## src/rtl/fpdec_pkg.sv

```systemverilog
// Package: shared encodings for the floating-point instruction decoder.
// Assumes a 32-bit instruction word with the primary opcode in bits 31:26.
package fpdec_pkg;

    localparam int NUM_OPS = 32;
    localparam int OP_W    = $clog2(NUM_OPS);

    // Primary opcode groups
    localparam logic [5:0] PRI_INDEXED = 6'd31;
    localparam logic [5:0] PRI_ARITH_S = 6'd59;
    localparam logic [5:0] PRI_ARITH_D = 6'd63;

    // Operation index; bit position in the one-hot vector
    typedef enum logic [OP_W-1:0] {
        OP_LOAD_S   = 5'd0,  OP_LOAD_D   = 5'd1,  OP_STORE_S  = 5'd2,
        OP_STORE_D  = 5'd3,  OP_STORE_IW = 5'd4,  OP_DIV      = 5'd5,
        OP_SUB      = 5'd6,  OP_ADD      = 5'd7,  OP_SQRT     = 5'd8,
        OP_RECIP    = 5'd9,  OP_MUL      = 5'd10, OP_MSUB     = 5'd11,
        OP_MADD     = 5'd12, OP_NMSUB    = 5'd13, OP_NMADD    = 5'd14,
        OP_SELECT   = 5'd15, OP_RSQRT    = 5'd16, OP_CMP_UN   = 5'd17,
        OP_CMP_ORD  = 5'd18, OP_RND_S    = 5'd19, OP_CVT_I    = 5'd20,
        OP_CVT_IZ   = 5'd21, OP_NEG      = 5'd22, OP_MOVE     = 5'd23,
        OP_NABS     = 5'd24, OP_ABS      = 5'd25, OP_SBIT_SET = 5'd26,
        OP_SBIT_CLR = 5'd27, OP_SFLD_CR  = 5'd28, OP_SFLD_IMM = 5'd29,
        OP_STAT_RD  = 5'd30, OP_STAT_WR  = 5'd31
    } op_e;

    // Operand-format tag
    typedef enum logic [3:0] {
        FMT_NONE    = 4'd0,  FMT_TAB     = 4'd1,  FMT_TAC     = 4'd2,
        FMT_TABC    = 4'd3,  FMT_DISP    = 4'd4,  FMT_DISP_UP = 4'd5,
        FMT_IDX     = 4'd6,  FMT_IDX_UP  = 4'd7,  FMT_TB      = 4'd8,
        FMT_T       = 4'd9,  FMT_CMP     = 4'd10, FMT_CRSF    = 4'd11,
        FMT_BITNUM  = 4'd12, FMT_IMM4    = 4'd13, FMT_MASKB   = 4'd14
    } fmt_e;

    // Classification result
    typedef struct packed {
        logic legal;
        op_e  op;
        fmt_e fmt;
        logic single;
        logic update;
        logic record;
    } cls_t;

endpackage

```

## src/rtl/fpdec_fields.sv

```systemverilog
// Field extractor: slices the register, condition, immediate and mask
// fields out of the low 26 bits of the word. Assumes DISP_W > 16.
module fpdec_fields #(
    parameter int DISP_W = 32
) (
    input  logic [25:0]       body_i,
    output logic [4:0]        rt_o,
    output logic [4:0]        ra_o,
    output logic [4:0]        rb_o,
    output logic [4:0]        rc_o,
    output logic [2:0]        crf_o,
    output logic [2:0]        sfld_o,
    output logic [3:0]        imm4_o,
    output logic [7:0]        mask_o,
    output logic [DISP_W-1:0] disp_o
);
    localparam int EXT_W = DISP_W - 16;

    // Pure wiring of the fixed bit slices
    always_comb begin
        rt_o   = body_i[25:21];
        ra_o   = body_i[20:16];
        rb_o   = body_i[15:11];
        rc_o   = body_i[10:6];
        crf_o  = body_i[25:23];
        sfld_o = body_i[20:18];
        imm4_o = body_i[15:12];
        mask_o = body_i[24:17];
        disp_o = {{EXT_W{body_i[15]}}, body_i[15:0]};
    end
endmodule

```

## src/rtl/fpdec_classify.sv

```systemverilog
// Opcode classifier: two-level decode of the primary and extended opcode
// into an operation, a format tag and flags. Assumes the caller passes
// bits 31:26, bits 10:1, bit 0 and a base-field-is-zero indication.
module fpdec_classify
    import fpdec_pkg::*;
(
    input  logic [5:0] prim_i,
    input  logic [9:0] xo_i,
    input  logic       rec_bit_i,
    input  logic       base_zero_i,
    output cls_t       cls_o
);
    // 5-bit three-source table; the double group drops 24 and adds 23/26
    function automatic logic arith5(input logic [4:0] x, input logic dbl,
                                    output op_e o, output fmt_e f);
        logic ok;
        ok = 1'b1;
        o  = OP_DIV;
        f  = FMT_TAB;
        case (x)
            5'd18: o = OP_DIV;
            5'd20: o = OP_SUB;
            5'd21: o = OP_ADD;
            5'd22: o = OP_SQRT;
            5'd24: begin o = OP_RECIP;  ok = !dbl; end
            5'd25: begin o = OP_MUL;    f = FMT_TAC;  end
            5'd28: begin o = OP_MSUB;   f = FMT_TABC; end
            5'd29: begin o = OP_MADD;   f = FMT_TABC; end
            5'd30: begin o = OP_NMSUB;  f = FMT_TABC; end
            5'd31: begin o = OP_NMADD;  f = FMT_TABC; end
            5'd23: begin o = OP_SELECT; f = FMT_TABC; ok = dbl; end
            5'd26: begin o = OP_RSQRT;  ok = dbl; end
            default: ok = 1'b0;
        endcase
        return ok;
    endfunction

    // 10-bit table of the double group (bit 5 clear)
    function automatic logic xtab(input logic [9:0] x,
                                  output op_e o, output fmt_e f);
        logic ok;
        ok = 1'b1;
        o  = OP_MOVE;
        f  = FMT_TB;
        case (x)
            10'd0:   begin o = OP_CMP_UN;   f = FMT_CMP;    end
            10'd32:  begin o = OP_CMP_ORD;  f = FMT_CMP;    end
            10'd12:  o = OP_RND_S;
            10'd14:  o = OP_CVT_I;
            10'd15:  o = OP_CVT_IZ;
            10'd40:  o = OP_NEG;
            10'd72:  o = OP_MOVE;
            10'd136: o = OP_NABS;
            10'd264: o = OP_ABS;
            10'd38:  begin o = OP_SBIT_SET; f = FMT_BITNUM; end
            10'd70:  begin o = OP_SBIT_CLR; f = FMT_BITNUM; end
            10'd64:  begin o = OP_SFLD_CR;  f = FMT_CRSF;   end
            10'd134: begin o = OP_SFLD_IMM; f = FMT_IMM4;   end
            10'd583: begin o = OP_STAT_RD;  f = FMT_T;      end
            10'd711: begin o = OP_STAT_WR;  f = FMT_MASKB;  end
            default: ok = 1'b0;
        endcase
        return ok;
    endfunction

    // Group select, per-group decode, then illegal clean-up
    always_comb begin
        op_e  o;
        fmt_e f;
        cls_o = '0;
        o = OP_LOAD_S;
        f = FMT_NONE;
        case (prim_i)
            6'd48, 6'd49, 6'd50, 6'd51, 6'd52, 6'd53, 6'd54, 6'd55: begin
                cls_o.op     = op_e'({3'b000, prim_i[2:1]});
                cls_o.update = prim_i[0];
                cls_o.fmt    = prim_i[0] ? FMT_DISP_UP : FMT_DISP;
                cls_o.legal  = !(prim_i[0] && base_zero_i);
            end
            PRI_INDEXED: begin
                if (xo_i[9:8] == 2'b10 && xo_i[4:0] == 5'b10111) begin
                    cls_o.op     = op_e'({3'b000, xo_i[7:6]});
                    cls_o.update = xo_i[5];
                    cls_o.fmt    = xo_i[5] ? FMT_IDX_UP : FMT_IDX;
                    cls_o.legal  = xo_i[5] || !base_zero_i;
                end else if (xo_i == 10'd983) begin
                    cls_o.op    = OP_STORE_IW;
                    cls_o.fmt   = FMT_IDX;
                    cls_o.legal = !base_zero_i;
                end
            end
            PRI_ARITH_S: begin
                cls_o.legal  = arith5(xo_i[4:0], 1'b0, o, f);
                cls_o.op     = o;
                cls_o.fmt    = f;
                cls_o.single = 1'b1;
            end
            PRI_ARITH_D: begin
                if (xo_i[4]) cls_o.legal = arith5(xo_i[4:0], 1'b1, o, f);
                else         cls_o.legal = xtab(xo_i, o, f);
                cls_o.op  = o;
                cls_o.fmt = f;
            end
            default: cls_o.legal = 1'b0;
        endcase
        cls_o.record = rec_bit_i &&
                       (prim_i == PRI_ARITH_S || prim_i == PRI_ARITH_D);
        if (!cls_o.legal) begin
            cls_o.fmt    = FMT_NONE;
            cls_o.single = 1'b0;
            cls_o.update = 1'b0;
            cls_o.record = 1'b0;
        end
    end
endmodule

```

## src/rtl/fpdec_top.sv

```systemverilog
// Floating-point instruction decoder top. Classifies a 32-bit word,
// extracts its fields and, when OUT_REG is 1, registers all outputs.
// Assumes synchronous active-low reset and DISP_W > 16.
module fpdec_top
    import fpdec_pkg::*;
#(
    parameter bit OUT_REG = 1'b1,
    parameter int DISP_W  = 32
) (
    input  logic               clk,
    input  logic               rst_n,
    input  logic [31:0]        insn_i,
    output logic               illegal_o,
    output logic               valid_o,
    output logic [NUM_OPS-1:0] op_oh_o,
    output logic [3:0]         fmt_o,
    output logic               single_o,
    output logic               update_o,
    output logic               record_o,
    output logic [4:0]         rt_o,
    output logic [4:0]         ra_o,
    output logic [4:0]         rb_o,
    output logic [4:0]         rc_o,
    output logic [2:0]         crf_o,
    output logic [2:0]         sfld_o,
    output logic [3:0]         imm4_o,
    output logic [7:0]         mask_o,
    output logic [DISP_W-1:0]  disp_o
);
    cls_t               cls;
    logic [NUM_OPS-1:0] oh_d;
    logic [4:0]         rt_d, ra_d, rb_d, rc_d;
    logic [2:0]         crf_d, sfld_d;
    logic [3:0]         imm4_d;
    logic [7:0]         mask_d;
    logic [DISP_W-1:0]  disp_d;

    fpdec_classify u_cls (
        .prim_i      (insn_i[31:26]),
        .xo_i        (insn_i[10:1]),
        .rec_bit_i   (insn_i[0]),
        .base_zero_i (insn_i[20:16] == 5'd0),
        .cls_o       (cls)
    );

    fpdec_fields #(.DISP_W(DISP_W)) u_fld (
        .body_i (insn_i[25:0]),
        .rt_o   (rt_d),
        .ra_o   (ra_d),
        .rb_o   (rb_d),
        .rc_o   (rc_d),
        .crf_o  (crf_d),
        .sfld_o (sfld_d),
        .imm4_o (imm4_d),
        .mask_o (mask_d),
        .disp_o (disp_d)
    );

    // One-hot expansion, gated off for an illegal word
    always_comb begin
        oh_d = cls.legal ? (NUM_OPS'(1) << cls.op) : '0;
    end

    generate
        if (OUT_REG) begin : g_reg
            // Output stage: one cycle of latency, cleared by reset
            always_ff @(posedge clk) begin
                if (!rst_n) begin
                    illegal_o <= 1'b0;  valid_o  <= 1'b0;  op_oh_o  <= '0;
                    fmt_o     <= '0;    single_o <= 1'b0;  update_o <= 1'b0;
                    record_o  <= 1'b0;  rt_o     <= '0;    ra_o     <= '0;
                    rb_o      <= '0;    rc_o     <= '0;    crf_o    <= '0;
                    sfld_o    <= '0;    imm4_o   <= '0;    mask_o   <= '0;
                    disp_o    <= '0;
                end else begin
                    illegal_o <= !cls.legal;  valid_o  <= cls.legal;
                    op_oh_o   <= oh_d;        fmt_o    <= cls.fmt;
                    single_o  <= cls.single;  update_o <= cls.update;
                    record_o  <= cls.record;  rt_o     <= rt_d;
                    ra_o      <= ra_d;        rb_o     <= rb_d;
                    rc_o      <= rc_d;        crf_o    <= crf_d;
                    sfld_o    <= sfld_d;      imm4_o   <= imm4_d;
                    mask_o    <= mask_d;      disp_o   <= disp_d;
                end
            end
        end else begin : g_comb
            // Pass-through variant: outputs follow the word directly
            always_comb begin
                illegal_o = !cls.legal;  valid_o  = cls.legal;
                op_oh_o   = oh_d;        fmt_o    = cls.fmt;
                single_o  = cls.single;  update_o = cls.update;
                record_o  = cls.record;  rt_o     = rt_d;
                ra_o      = ra_d;        rb_o     = rb_d;
                rc_o      = rc_d;        crf_o    = crf_d;
                sfld_o    = sfld_d;      imm4_o   = imm4_d;
                mask_o    = mask_d;      disp_o   = disp_d;
            end
        end
    endgenerate
endmodule

```

## config.mk

```make
export PLATFORM = sky130hd
export DESIGN_NAME = fpdec_top
export DESIGN_NICKNAME = d
export VERILOG_FILES = /design/src/rtl/fpdec_pkg.sv /design/src/rtl/fpdec_fields.sv /design/src/rtl/fpdec_classify.sv /design/src/rtl/fpdec_top.sv
export SDC_FILE = /design/constraint.sdc
export NUM_CORES = 1
export LEC_CHECK = 0
export BUFFER_PORTS_ARGS = -buffer_cell sky130_fd_sc_hd__buf_4
export CORE_MARGIN = 4
export CORE_UTILIZATION = 47
export CTS_BUF_LIST = sky130_fd_sc_hd__clkbuf_8 sky130_fd_sc_hd__clkbuf_16
export DETAILED_ROUTE_END_ITERATION = 8
export GPL_ROUTABILITY_DRIVEN = 0
export HOLD_SLACK_MARGIN = 0.03
export PLACE_DENSITY = 0.81
export SLEW_MARGIN = 40
export SYNTH_ARGS = -nofsm -noshare
export SYNTH_HDL_FRONTEND = slang
export SYNTH_SLANG_ARGS = --single-unit
```

## constraint.sdc

```tcl
create_clock -name clk -period 2.7 [get_ports clk]
set_clock_uncertainty 0.2 [all_clocks]
set_input_delay 0.27 -clock clk [delete_from_list [all_inputs] [get_ports clk]]
set_output_delay 0.27 -clock clk [all_outputs]
set_load 0.005 [all_outputs]
```

== Word level (Yosys, flattened, before mapping) ==
Index checks and enable logic that the tools add are counted.

* Register bits after elaboration: 95
* Bits in latches: 0
* Memory bits (writable): 0
* Memory bits (read-only): 0
* Input port bits: 34
* Output and inout port bits: 111
* Memories kept: 0

* Add/sub/neg operators: 0
* Multiply operators: 0
* Div/mod/pow operators: 0
* $lt $le $gt $ge: 0
* Equality and inequality tests: 39
* Shift-type cells: 1
* Muxes and demuxes: 19
* Bitwise logic cells: 0
* Reductions and logical operators: 18

{| class="wikitable"
|+ Operators with widths
! cell !! number
|-
| 5-bit equality test (second input constant) || 12
|-
| 6-bit equality test (second input constant) || 10
|-
| 4-bit one-hot mux with 14 select lines || 1
|-
| 5-bit one-hot mux with 11 select lines || 1
|-
| 9-bit one-hot mux with 4 select lines || 1
|-
| 1-bit by 5-bit << shifter with 32-bit output (first input constant) || 1
|-
| 10-bit equality test (second input constant) || 3
|-
| 10-bit by 4-bit equality test with 1-bit output (second input constant) || 3
|-
| 10-bit by 6-bit equality test with 1-bit output (second input constant) || 3
|-
| 10-bit by 7-bit equality test with 1-bit output (second input constant) || 3
|-
| 10-bit by 8-bit equality test with 1-bit output (second input constant) || 2
|-
| 10-bit 2-to-1 mux || 2
|-
| 3-bit one-hot mux with 6 select lines || 1
|-
| 15-bit OR reduction || 1
|-
| 11-bit OR reduction || 1
|-
| 10-bit by 9-bit equality test with 1-bit output (second input constant) || 1
|-
| 10-bit logical NOT || 1
|-
| 10-bit OR reduction || 1
|-
| 1-bit 2-to-1 mux || 8
|-
| 8-bit OR reduction || 1
|-
| 6-bit by 5-bit equality test with 1-bit output (second input constant) || 1
|-
| 5-bit logical NOT || 1
|-
| 5-bit 2-to-1 mux || 1
|-
| 5-bit OR reduction || 1
|-
| 10 further kinds || 16
|}

== Longest topological paths before layout ==
Gate-level depths: netlist of run 1.

* Depth after elaboration: 6
* Gate-level depth with buffers: 9
* Mapped depth without buffers: 6

== Hierarchy ==
Synthesis of run 1 repeated with hierarchy kept, for this count alone.

* Cells, all modules: 480
* Area total of the unflattened synthesis: 4538.1 um^2

{| class="wikitable"
|+ By module, submodules not included
! module !! times used !! cells each !! area an instance (um^2) !! seq. area each (um^2)
|-
| fpdec_top || 1 || 252 || 3061.7 || 2222.1
|-
| fpdec_classify || 1 || 158 || 950.9 || 0.0
|-
| fpdec_fields || 1 || 70 || 525.5 || 0.0
|}

== Least setup slack after synthesis of run 1 ==
OpenSTA, ideal clock, no wires.

* Kind: input -> register
* Start point: in insn_i[2]
* End point: reg op_oh_o[17]
* Setup time: 0.139 ns
* Arrival time: 2.144 ns
* Required time: 2.361 ns
* Path slack: 0.217 ns
* Cell stages on the path: 7
* Buffers on the path: 1
* Path through: or4b_4 > a2111oi_4 > nor4b_2 > a211oi_2 > o21a_1 > buf_4 > nor4_1

* Longest elaborated chain between the ends: 6
* Elaborated cells between the ends (all ways): 45
* Classes of those cells: eq/ne: 27; shift: 1; mux: 11; reduce/logical: 6

{| class="wikitable"
|+ Ends and longest elaborated chain
! what !! line !! source
|-
| start, declared || fpdec_top.sv:12 || <nowiki>input logic [31:0] insn_i,</nowiki>
|-
| 10-bit by 7-bit equality test with 1-bit output, or another cell as far along || fpdec_classify.sv:45 || <nowiki>case (x)</nowiki>
|-
| 15-bit OR reduction (no line) or 11-bit OR reduction (tied branches) || -- ||
|-
| 1-bit 2-to-1 mux, on equally long branches || fpdec_classify.sv:45, fpdec_classify.sv:20 ||
|-
| 1-bit 2-to-1 mux || fpdec_classify.sv:99 || <nowiki>if (xo_i[4]) cls_o.legal = arith5(xo_i[4:0], 1'b1, o, f);</nowiki>
|-
| 1-bit one-hot mux with 4 select lines || fpdec_classify.sv:73 || <nowiki>case (prim_i)</nowiki>
|-
| 2-bit AND reduction (no line) || -- ||
|-
| end signal, assigned || fpdec_top.sv:77 || <nowiki>op_oh_o <= oh_d; fmt_o <= cls.fmt;</nowiki>
|-
| end, declared || fpdec_top.sv:15 || <nowiki>output logic [NUM_OPS-1:0] op_oh_o,</nowiki>
|}

Parallel ways exist; a longest one is shown, timed or not.
A chain may end at the register's enable or synchronous reset.

== Worst setup path after layout of run 1 ==
* Start point: in insn_i[20]
* End point: reg op_oh_o[26]

* Longest elaborated chain between the ends: 6
* Elaborated cells between the ends (all ways): 9
* Classes of those cells: mux: 3; reduce/logical: 6

{| class="wikitable"
|+ Ends and longest elaborated chain
! what !! line !! source
|-
| 5-bit logical NOT (*) || fpdec_top.sv:42 || <nowiki>.base_zero_i (insn_i[20:16] == 5'd0),</nowiki>
|-
| 1-bit logical NOT || fpdec_classify.sv:85, fpdec_classify.sv:89 ||
|-
| 10-bit 2-to-1 mux or 1-bit logical OR (tied branches) || fpdec_classify.sv:86, fpdec_classify.sv:85 ||
|-
| 10-bit 2-to-1 mux || fpdec_classify.sv:81 || <nowiki>if (xo_i[9:8] == 2'b10 && xo_i[4:0] == 5'b10111) begin</nowiki>
|-
| 1-bit one-hot mux with 4 select lines (*) || fpdec_classify.sv:73 ||
|-
| 2-bit AND reduction (no line) (*) || -- ||
|}

Every way passes the cells marked *; elsewhere a longest branch is shown, timed or not.

==> impl_metrics.json, run 1 <==
{
  "power_leakage_nw": 1.96,
  "syn_nets": 379,
  "critPathArrivalTime_ns": 2.52,
  "clock_sinks": 67,
  "cp_max_fo": 4,
  "irDropWorstVdd_uv": 278,
  "grt_max_degree": 25,
  "swShare_pct": 22.3,
  "relSlewSlack_pct": 54.6,
  "finalCritPeriodShare_pct": 92.7,
  "syn2layout_area_growth_pct": 42.0,
  "hold_viol": 0,
  "coreArea_um2": 6460,
  "setup_violations": 0,
  "cts_buffers": 9,
  "clk_path_buf_depth": 2,
  "die_y_um": 90.1,
  "seq_area_frac_synth_pct": 42.3,
  "drc": 0,
  "initial_core_util_pct": 49.1,
  "insertedDiodeCount": 0,
  "fin_cells": 553,
  "cap_viol_max_count": 0,
  "firstDrtPassIters": 5,
  "power.density_nw_per_um2": 539,
  "clkPwrFrac_pct": 44.8,
  "dpl.hpwl_um": 6770,
  "slowest_delay_ns": 0.54,
  "grt_first_pass_wirelength_um": 15100,
  "cts_tree": "done",
  "max_freq_mhz": 400,
  "placed_area_um2": 4060,
  "layout-drive-gt1-share_pct": 40.5,
  "drt-total-wl_um": 9360,
  "first_iter_violations": 164,
  "htree_num_levels": 3,
  "grt_pass1_vias": 2971,
  "start_kind": "primary input",
  "required_ns": 2.71,
  "intPower_mw": 1.88,
  "vias_per_cell": 5.61,
  "grt-ovfl-total": 0,
  "dieArea_um2": 8120,
  "worst_slew_pin_slew_ns": 0.681,
  "critPathCaptureType": "flip-flop",
  "period_needed_ns": 2.50,
  "postSynthCellCount": 345,
  "nNetsFinal": 506,
  "cts-root-buf": "clkbuf_8",
  "p_switching_uw": 542,
  "avgSynthCellArea_um2": 9.18,
  "clk_transition_reported_paths_ns": 0.08,
  "wire_per_inst_um": 16.9,
  "yosys.area.top_type": "dfxtp_1",
  "synth_edf_count": 0,
  "io_pins": 145,
  "synth_area_leaders": "dfxtp_1 42%, buf_4 11%, nor4_1 5.5%",
  "rsz0062_at_grt": "no",
  "path_common_cell": "buf_4",
  "rows": 29,
  "netlist_area_um2": 3170,
  "maxSlewViolCount": 0,
  "cp_cell_sequence": "dlygate4sd3_1 > buf_4 > or4_1 > a211o_1 > nand4_1 > nand3_1 > buf_4 > o21ai_0 > nor3_1",
  "yosys.cell_types.count": 59,
  "yosys-top-cells-count": "67 x dfxtp_1, 45 x buf_4, 28 x nor4_1",
  "synth-async-reset-ratio_pct": 0,
  "status": "complete, no violations",
  "post-route-cell-area_um2": 4500,
  "placed_cells": 520,
  "vias": 3100,
  "antenna_found_initial": 0,
  "post-synth-top-count-cell": "dfxtp_1",
  "p_seq_share_pct": 42.3,
  "p_comb_share_pct": 12.9,
  "ant_nets": 0,
  "synthDominantCellAreaShare_pct": 42.3,
  "io_buffers": 144,
  "dieWidth_um": 90.1,
  "track_usage_pct": 22.7,
  "slowest_stage": "dlygate4sd3_1",
  "synth_ff_type": "dfxtp_1",
  "ys_seq_elements": 67,
  "path_class": "in -> reg",
  "ys.warnings.count": 0,
  "hold_class": "in -> reg"
}
## cell families (layout without fill, tap and decap cells)
group,count (synthesis),in the layout,share of synthesized area (%)
DFF,67,67,42.3
xor gates and xnor gates,4,4,1.11
buffers and inverters,72,203,14.3
AOI/OAI and AO/OA,52,52,13.0
and+or+nand+nor,149,149,29.0
adders and majority gates,1,1,0.316
## power groups by stage
| stage | clock (mW) | combinational [mW] | sequential [mW] |
|---|---|---|---|
| after global placement | 0 | 0.285 | 1.05 |
| after detailed placement | 0 | 0.289 | 1.05 |
| after global routing | 1.15 | 0.339 | 1.03 |
| after CTS | 1.10 | 0.310 | 1.03 |
| after floorplan | 0 | 0.160 | 1.05 |
| final | 1.09 | 0.313 | 1.03 |
## final timing paths
check  slack, ns  cells after the start  startpoint                      to
min         0.05                      3  insn_i[10]   disp_o[10]$_SDFF_PN0_
max         0.20                      9  insn_i[20]  op_oh_o[26]$_SDFF_PN0_
## critical path: cells and delay by family
kind	cells	cell delay, ns
compound gates	2	0.63
buf+inv	3	0.85
simple gates	4	0.76
## per-stage QoR
| step | TNS [ns] | hold slack [ns] | power (mW) | util, % | setup slack [ns] |
|---|---|---|---|---|---|
| detailed placement | -0.706 | 0.282 | 1.34 | 62.8 | -0.104 |
| finish | 0 | 0.0497 | 2.43 | 69.7 | 0.197 |
| global route | 0 | 0.0601 | 2.52 | 69.7 | 0.0979 |
| global placement | -0.00379 | 0.278 | 1.33 | 62.8 | -0.00196 |
| floorplan | 0 | 0.192 | 1.21 | - | 0.217 |
| CTS | 0 | 0.0324 | 2.44 | 69.5 | 0.0575 |
## area by class of cell
type | instances | area (µm²)
multi-input combinational | 206 | 1380
fill | 518 | 1960
clock buffer | 9 | 124
inverter | 8 | 30.0
clock inverter | 6 | 136
tap | 77 | 96.3
timing repair buffer | 180 | 1390
sequential | 67 | 1340
## per-layer routing
layer  track usage [%]  part of all wire, %  vias up  routed length [µm]
met5                 0                    0        -                   0
met4              7.65                  1.8        0                 164
met3              7.35                  9.3       17                 869
met2              38.7                   50      178                4670
met1              26.9                   39     1447                3650
li1                  -                    -     1458                   -
## placed cells by master (no fill, tap or decap), types with 3 or more instances in the layout
cell type      instances
a211oi_1               3
a21o_1                 4
a21oi_1                6
and2_1                22
and4b_1                3
buf_4                163
bufinv_16              4
clkbuf_8               9
dfxtp_1               67
dlygate4sd3_1         17
inv_1                  8
nand2_1                9
nand2b_1               3
nand3_1               14
nand4_1                4
nand4b_1               4
nor2_1                17
nor2b_1                5
nor3_1                18
nor4_1                28
o211ai_1               5
o21a_1                 3
o21ai_0                6
or2_2                  4
or4_1                  3
xnor2_1                3
## flip-flops by register name, summed over array words and instances, names as in the netlist
name / cells
disp_o: 7
illegal_o: 1
rb_o: 5
rc_o: 4
op_oh_o: 32
valid_o: 1
record_o: 1
single_o: 1
ra_o: 4
fmt_o: 4
rt_o: 5
update_o: 1
mask_o: 1
## what timing repair did
item	4_1_cts	5_1_grt
setup endpoints to repair	0	9
hold endpoints to repair	17	0
hold buffers	17	0
gates resized for setup	0	1
buffers inserted	0	1
Note: power is estimated with default switching activity, not from simulation.
==> run 2: changes to the inputs <==
- REMOVE_ABC_BUFFERS: unset -> 1
==> run 2 against run 1 <==
Compared with the run above:
- sequential power about the same
- design area increased by 0.14%
- worst setup slack got worse by 0.053 ns
- die area unchanged
- clock power decreased by 23%
- via count increased by 1.6%
- final cell count increased by 1.1%
- sequential cell count unchanged
- maximum frequency decreased by 2.1%
- critical path type unchanged
- largest power group is now registers
==> impl_metrics.json, run 2 (synthesized netlist as in run 1, its figures left out) <==
{
  "max_freq_mhz": 391,
  "clk_path_buf_depth": 2,
  "io_buffers": 144,
  "final.setup.worst_slack_ns": 0.144,
  "irDropWorstVdd_uv": 350,
  "place_ws_ns": -0.0484,
  "maxSlewViolCount": 0,
  "io_pins": 145,
  "drt-total-wl_um": 9800,
  "cts-root-buf": "clkbuf_8",
  "clk_transition_reported_paths_ns": 0.07,
  "busiest_layer": "met2",
  "critPathArrivalTime_ns": 2.54,
  "insertedDiodeCount": 0,
  "start_kind": "primary input",
  "first_iter_violations": 200,
  "vias_per_cell": 5.63,
  "grt_max_degree": 25,
  "power_leakage_nw": 1.97,
  "track_usage_pct": 23.6,
  "hold_viol": 0,
  "ant_nets": 0,
  "fin_setup_tns_ns": 0,
  "initial_core_util_pct": 49.1,
  "cts_buffers": 9,
  "grt_first_pass_wirelength_um": 15700,
  "relSlewSlack_pct": 56.6,
  "hold_class": "in -> reg",
  "worst_slew_pin_slew_ns": 0.651,
  "grtUsageMet2_pct": 42.6,
  "cp_max_fo": 8,
  "setup_violations": 0,
  "rows": 29,
  "firstDrtPassIters": 5,
  "htree_num_levels": 3,
  "dieWidth_um": 90.1,
  "grt_use_met1_pct": 25.7,
  "power_mw": 2.19,
  "syn2layout_area_growth_pct": 42.2,
  "whs_endpoint": "rc_o[3]$_SDFF_PN0_",
  "path_class": "in -> reg",
  "hold_depth": 3,
  "top_register": "op_oh_o",
  "antenna_found_initial": 0,
  "final_common_cell": "buf_4",
  "power.density_nw_per_um2": 486,
  "die_y_um": 90.1,
  "grt-ovfl-total": 0,
  "critPathCaptureType": "flip-flop",
  "finalCritPeriodShare_pct": 94.7,
  "status": "complete, no violations",
  "min_from": "insn_i[9]",
  "dpl.hpwl_um": 7060,
  "wire_per_inst_um": 17.5,
  "coreArea_um2": 6460,
  "nNetsFinal": 511,
  "use_met3_pct": 7.60,
  "largest_reg_flops": 32,
  "required_ns": 2.68,
  "period_needed_ns": 2.56,
  "vias": 3149,
  "cts_tree": "done",
  "dieArea_um2": 8120,
  "layout-drive-gt1-share_pct": 41.1,
  "final_cell_mix": "165 x buf_4, 67 x dfxtp_1, 28 x nor4_1",
  "drc": 0,
  "cap_viol_max_count": 0,
  "rsz0062_at_grt": "no",
  "grt_pass1_vias": 3046,
  "clock_sinks": 67,
  "top_regs": "op_oh_o x32, disp_o x7"
}
## run 2: cell types whose count changed in the layout (fill, tap and decap cells not counted), moves of 2 or more
cell	previous run	this run
clkinv_2	0	2
bufinv_16	4	1
buf_4	163	165
buf_12	0	2
## run 2: worst max-delay path by stage
stage / cells past startpoint / slack (ns) / end / from
2_1_floorplan: 6 / 0.20 / op_oh_o[11]$_SDFF_PP0_ / insn_i[2]
3_3_place_gp: 7 / 0.05 / op_oh_o[15]$_SDFF_PP0_ / insn_i[2]
3_5_place_dp: 8 / -0.05 / op_oh_o[4]$_SDFF_PP0_ / insn_i[2]
4_1_cts: 9 / 0.03 / op_oh_o[16]$_SDFF_PN0_ / insn_i[20]
5_1_grt: 10 / 0.03 / op_oh_o[16]$_SDFF_PN0_ / insn_i[20]
6_report: 10 / 0.14 / op_oh_o[16]$_SDFF_PN0_ / insn_i[20]
## run 2: report_power, final
| part | leakage, nW | switching (mW) | internal (mW) | total [mW] |
|---|---|---|---|---|
| sequential | 0.547 | 0.0167 | 1.01 | 1.03 |
| clock | 0.0987 | 0.390 | 0.451 | 0.841 |
| combinational | 1.33 | 0.148 | 0.175 | 0.323 |
| total | 1.97 | 0.555 | 1.64 | 2.19 |
## run 2: final cells by class
type | instances | area [µm²]
inverter | 8 | 30.0
timing repair buffer | 185 | 1460
clock buffer | 10 | 138
sequential | 67 | 1340
multi-input combinational | 206 | 1380
clock inverter | 6 | 63.8
fill | 503 | 1950
tap | 77 | 96.3
## run 2: repair_timing
item | in CTS | in global routing
resized for setup | 0 | 2
hold endpoints to repair | 18 | 0
hold buffers | 18 | 0
setup endpoints to repair | 0 | 15
buffers inserted | 0 | 1
## run 2: critical path, cell delays in order
cell           delay [ns]
dlygate4sd3_1        0.54
buf_4                0.14
or4_1                0.43
a211o_1              0.25
nand4_1              0.09
nand3_1              0.13
buf_4                0.18
o211ai_1             0.22
buf_4                0.21
nor4_1               0.07
## run 2: layer usage
metal	part of all wire [%]	up-vias
met1	38	1449
met2	51	192
li1	-	1485
met5	0	-
met4	2.2	0
met3	8.9	23
## run 2: per-stage QoR
step	cell area, µm²	util, %	hold WS, ns	std cells
floorplan	2750	-	0.149	281
global placement	4110	63.7	0.280	524
detailed placement	4110	63.7	0.282	524
CTS	4500	69.6	0.0615	558
global route	4510	69.8	0.0671	559
finish	4510	69.8	0.0799	559
==> run 3: changes to the inputs <==
- GPL_TIMING_DRIVEN: unset -> 0
==> run 3 against run 2 <==
Compared with the run above:
- worst setup slack worse by 0.037 ns
- largest power group unchanged
- routed wire length shrank 6.3%
- sequential cell count unchanged
- core utilization shrank 2.8 points
==> impl_metrics.json, run 3 (synthesized netlist as in run 1, its figures left out) <==
{
  "status": "complete, no violations",
  "clk_transition_reported_paths_ns": 0.07,
  "track_usage_pct": 22.6,
  "power_leakage_nw": 1.86,
  "io_pins": 145,
  "multiInputGateArea_um2": 1390,
  "clk_path_buf_depth": 2,
  "relSlewSlack_pct": 54.8,
  "dpl.hpwl_um": 6470,
  "layout-drive-gt1-share_pct": 39.1,
  "power.density_nw_per_um2": 497,
  "grt-ovfl-total": 0,
  "maxSlewViolCount": 0,
  "cts_tree": "done",
  "grt_pass1_vias": 2959,
  "ant_nets": 0,
  "drt-total-wl_um": 9190,
  "coreArea_um2": 6460,
  "nFillCells": 521,
  "initial_core_util_pct": 49.1,
  "start_kind": "primary input",
  "nNetsFinal": 489,
  "vias": 3032,
  "final_cell_mix": "145 x buf_4, 67 x dfxtp_1, 28 x nor4_1",
  "insertedDiodeCount": 0,
  "cp_max_fo": 22,
  "wl_met1_um": 3680,
  "path_class": "in -> reg",
  "met2_length_um": 4680,
  "fin_setup_tns_ns": 0,
  "required_ns": 2.72,
  "io_buffers": 144,
  "cap_viol_max_count": 0,
  "hold_ws_ns": 0.0733,
  "wire_per_inst_um": 17.1,
  "dr.max_layer_used": "met4",
  "dieWidth_um": 90.1,
  "firstDrtPassIters": 4,
  "period_needed_ns": 2.59,
  "antenna_found_initial": 0,
  "regArea_um2": 1340,
  "post-route-cell-area_um2": 4330,
  "top_register": "op_oh_o",
  "grt_max_degree": 25,
  "worst_slew_pin_slew_ns": 0.678,
  "syn2layout_area_growth_pct": 36.6,
  "clock_sinks": 67,
  "hold_depth": 3,
  "critPathCaptureType": "flip-flop",
  "placed_area_um2": 3920,
  "drc": 0,
  "dieArea_um2": 8120,
  "rsz0062_at_grt": "no",
  "vias_per_cell": 5.65,
  "route.met3.wl_um": 671,
  "hold_class": "in -> reg",
  "htree_num_levels": 3,
  "cts-root-buf": "clkbuf_8",
  "die_y_um": 90.1,
  "hold_viol": 0,
  "top_regs": "op_oh_o x32, disp_o x7",
  "grt_first_pass_wirelength_um": 15200,
  "irDropWorstVdd_uv": 192,
  "setup_violations": 0,
  "largest_reg_flops": 32,
  "cts_buffers": 9,
  "critPathArrivalTime_ns": 2.61,
  "rows": 29,
  "final_common_cell": "buf_4",
  "finalCritPeriodShare_pct": 96.1,
  "first_iter_violations": 145,
  "max_freq_mhz": 386
}
## run 3: changes by cell type in the layout (fill, tap and decap cells not counted)
cell / before / now
buf_4: 165 / 145
buf_12: 2 / 0
o21a_1: 3 / 1
o21a_2: 0 / 2
o21ai_1: 2 / 0
nor3_1: 18 / 17
nor3_2: 0 / 1
o21ai_0: 5 / 6
o21ai_2: 2 / 3
## run 3: critical path, stage by stage
cell       delay (ns)
buf_4            0.18
or4b_4           0.54
a2111oi_4        0.47
nor4b_2          0.16
a211oi_2         0.33
o21ai_2          0.26
nor4_1           0.40
## run 3: stage by stage
stage               worst slack, ns  instances  utilization [%]  power, mW
finish                        0.107        537             67.0       2.15
global route                 0.0147        537             67.0       2.24
CTS                          0.0496        536             66.7       2.16
detailed placement           -0.292        502             60.8       1.32
global placement             -0.278        502             60.8       1.31
floorplan                     0.200        281                -       1.14
## run 3: cell type report
| class | instances | share of cell area (%) |
|---|---|---|
| well taps | 77 | 2.23 |
| repair buffers | 163 | 29.3 |
| clock inverters | 6 | 1.47 |
| multi-input cells | 206 | 32.1 |
| clock buffers | 10 | 3.18 |
| flip-flops and latches | 67 | 31.0 |
| inverters | 8 | 0.694 |
## run 3: power by group
group / switching (mW) / internal [mW] / total [mW]
logic: 0.144 / 0.155 / 0.299
clock network: 0.374 / 0.451 / 0.825
registers: 0.0166 / 1.01 / 1.03
## run 3: final timing paths
| check | startpoint | endpoint | slack [ns] |
|---|---|---|---|
| worst max-delay path | insn_i[3] | op_oh_o[0]$_SDFF_PP0_ | 0.11 |
| worst min-delay path | insn_i[9] | rc_o[3]$_SDFF_PN0_ | 0.07 |
## run 3: timing repair
item,in CTS,in global routing
endpoints found under the hold margin,18,0
endpoints found under the setup margin,0,29
hold buffers,18,0
buffers inserted,0,1
gates resized for setup,0,4
## run 3: per-layer routing
metal	GRT usage [%]	vias to the layer above
li1	-	1431
met1	26.7	1426
met2	39.3	159
met3	6.34	16
met4	7.65	0
met5	0	-
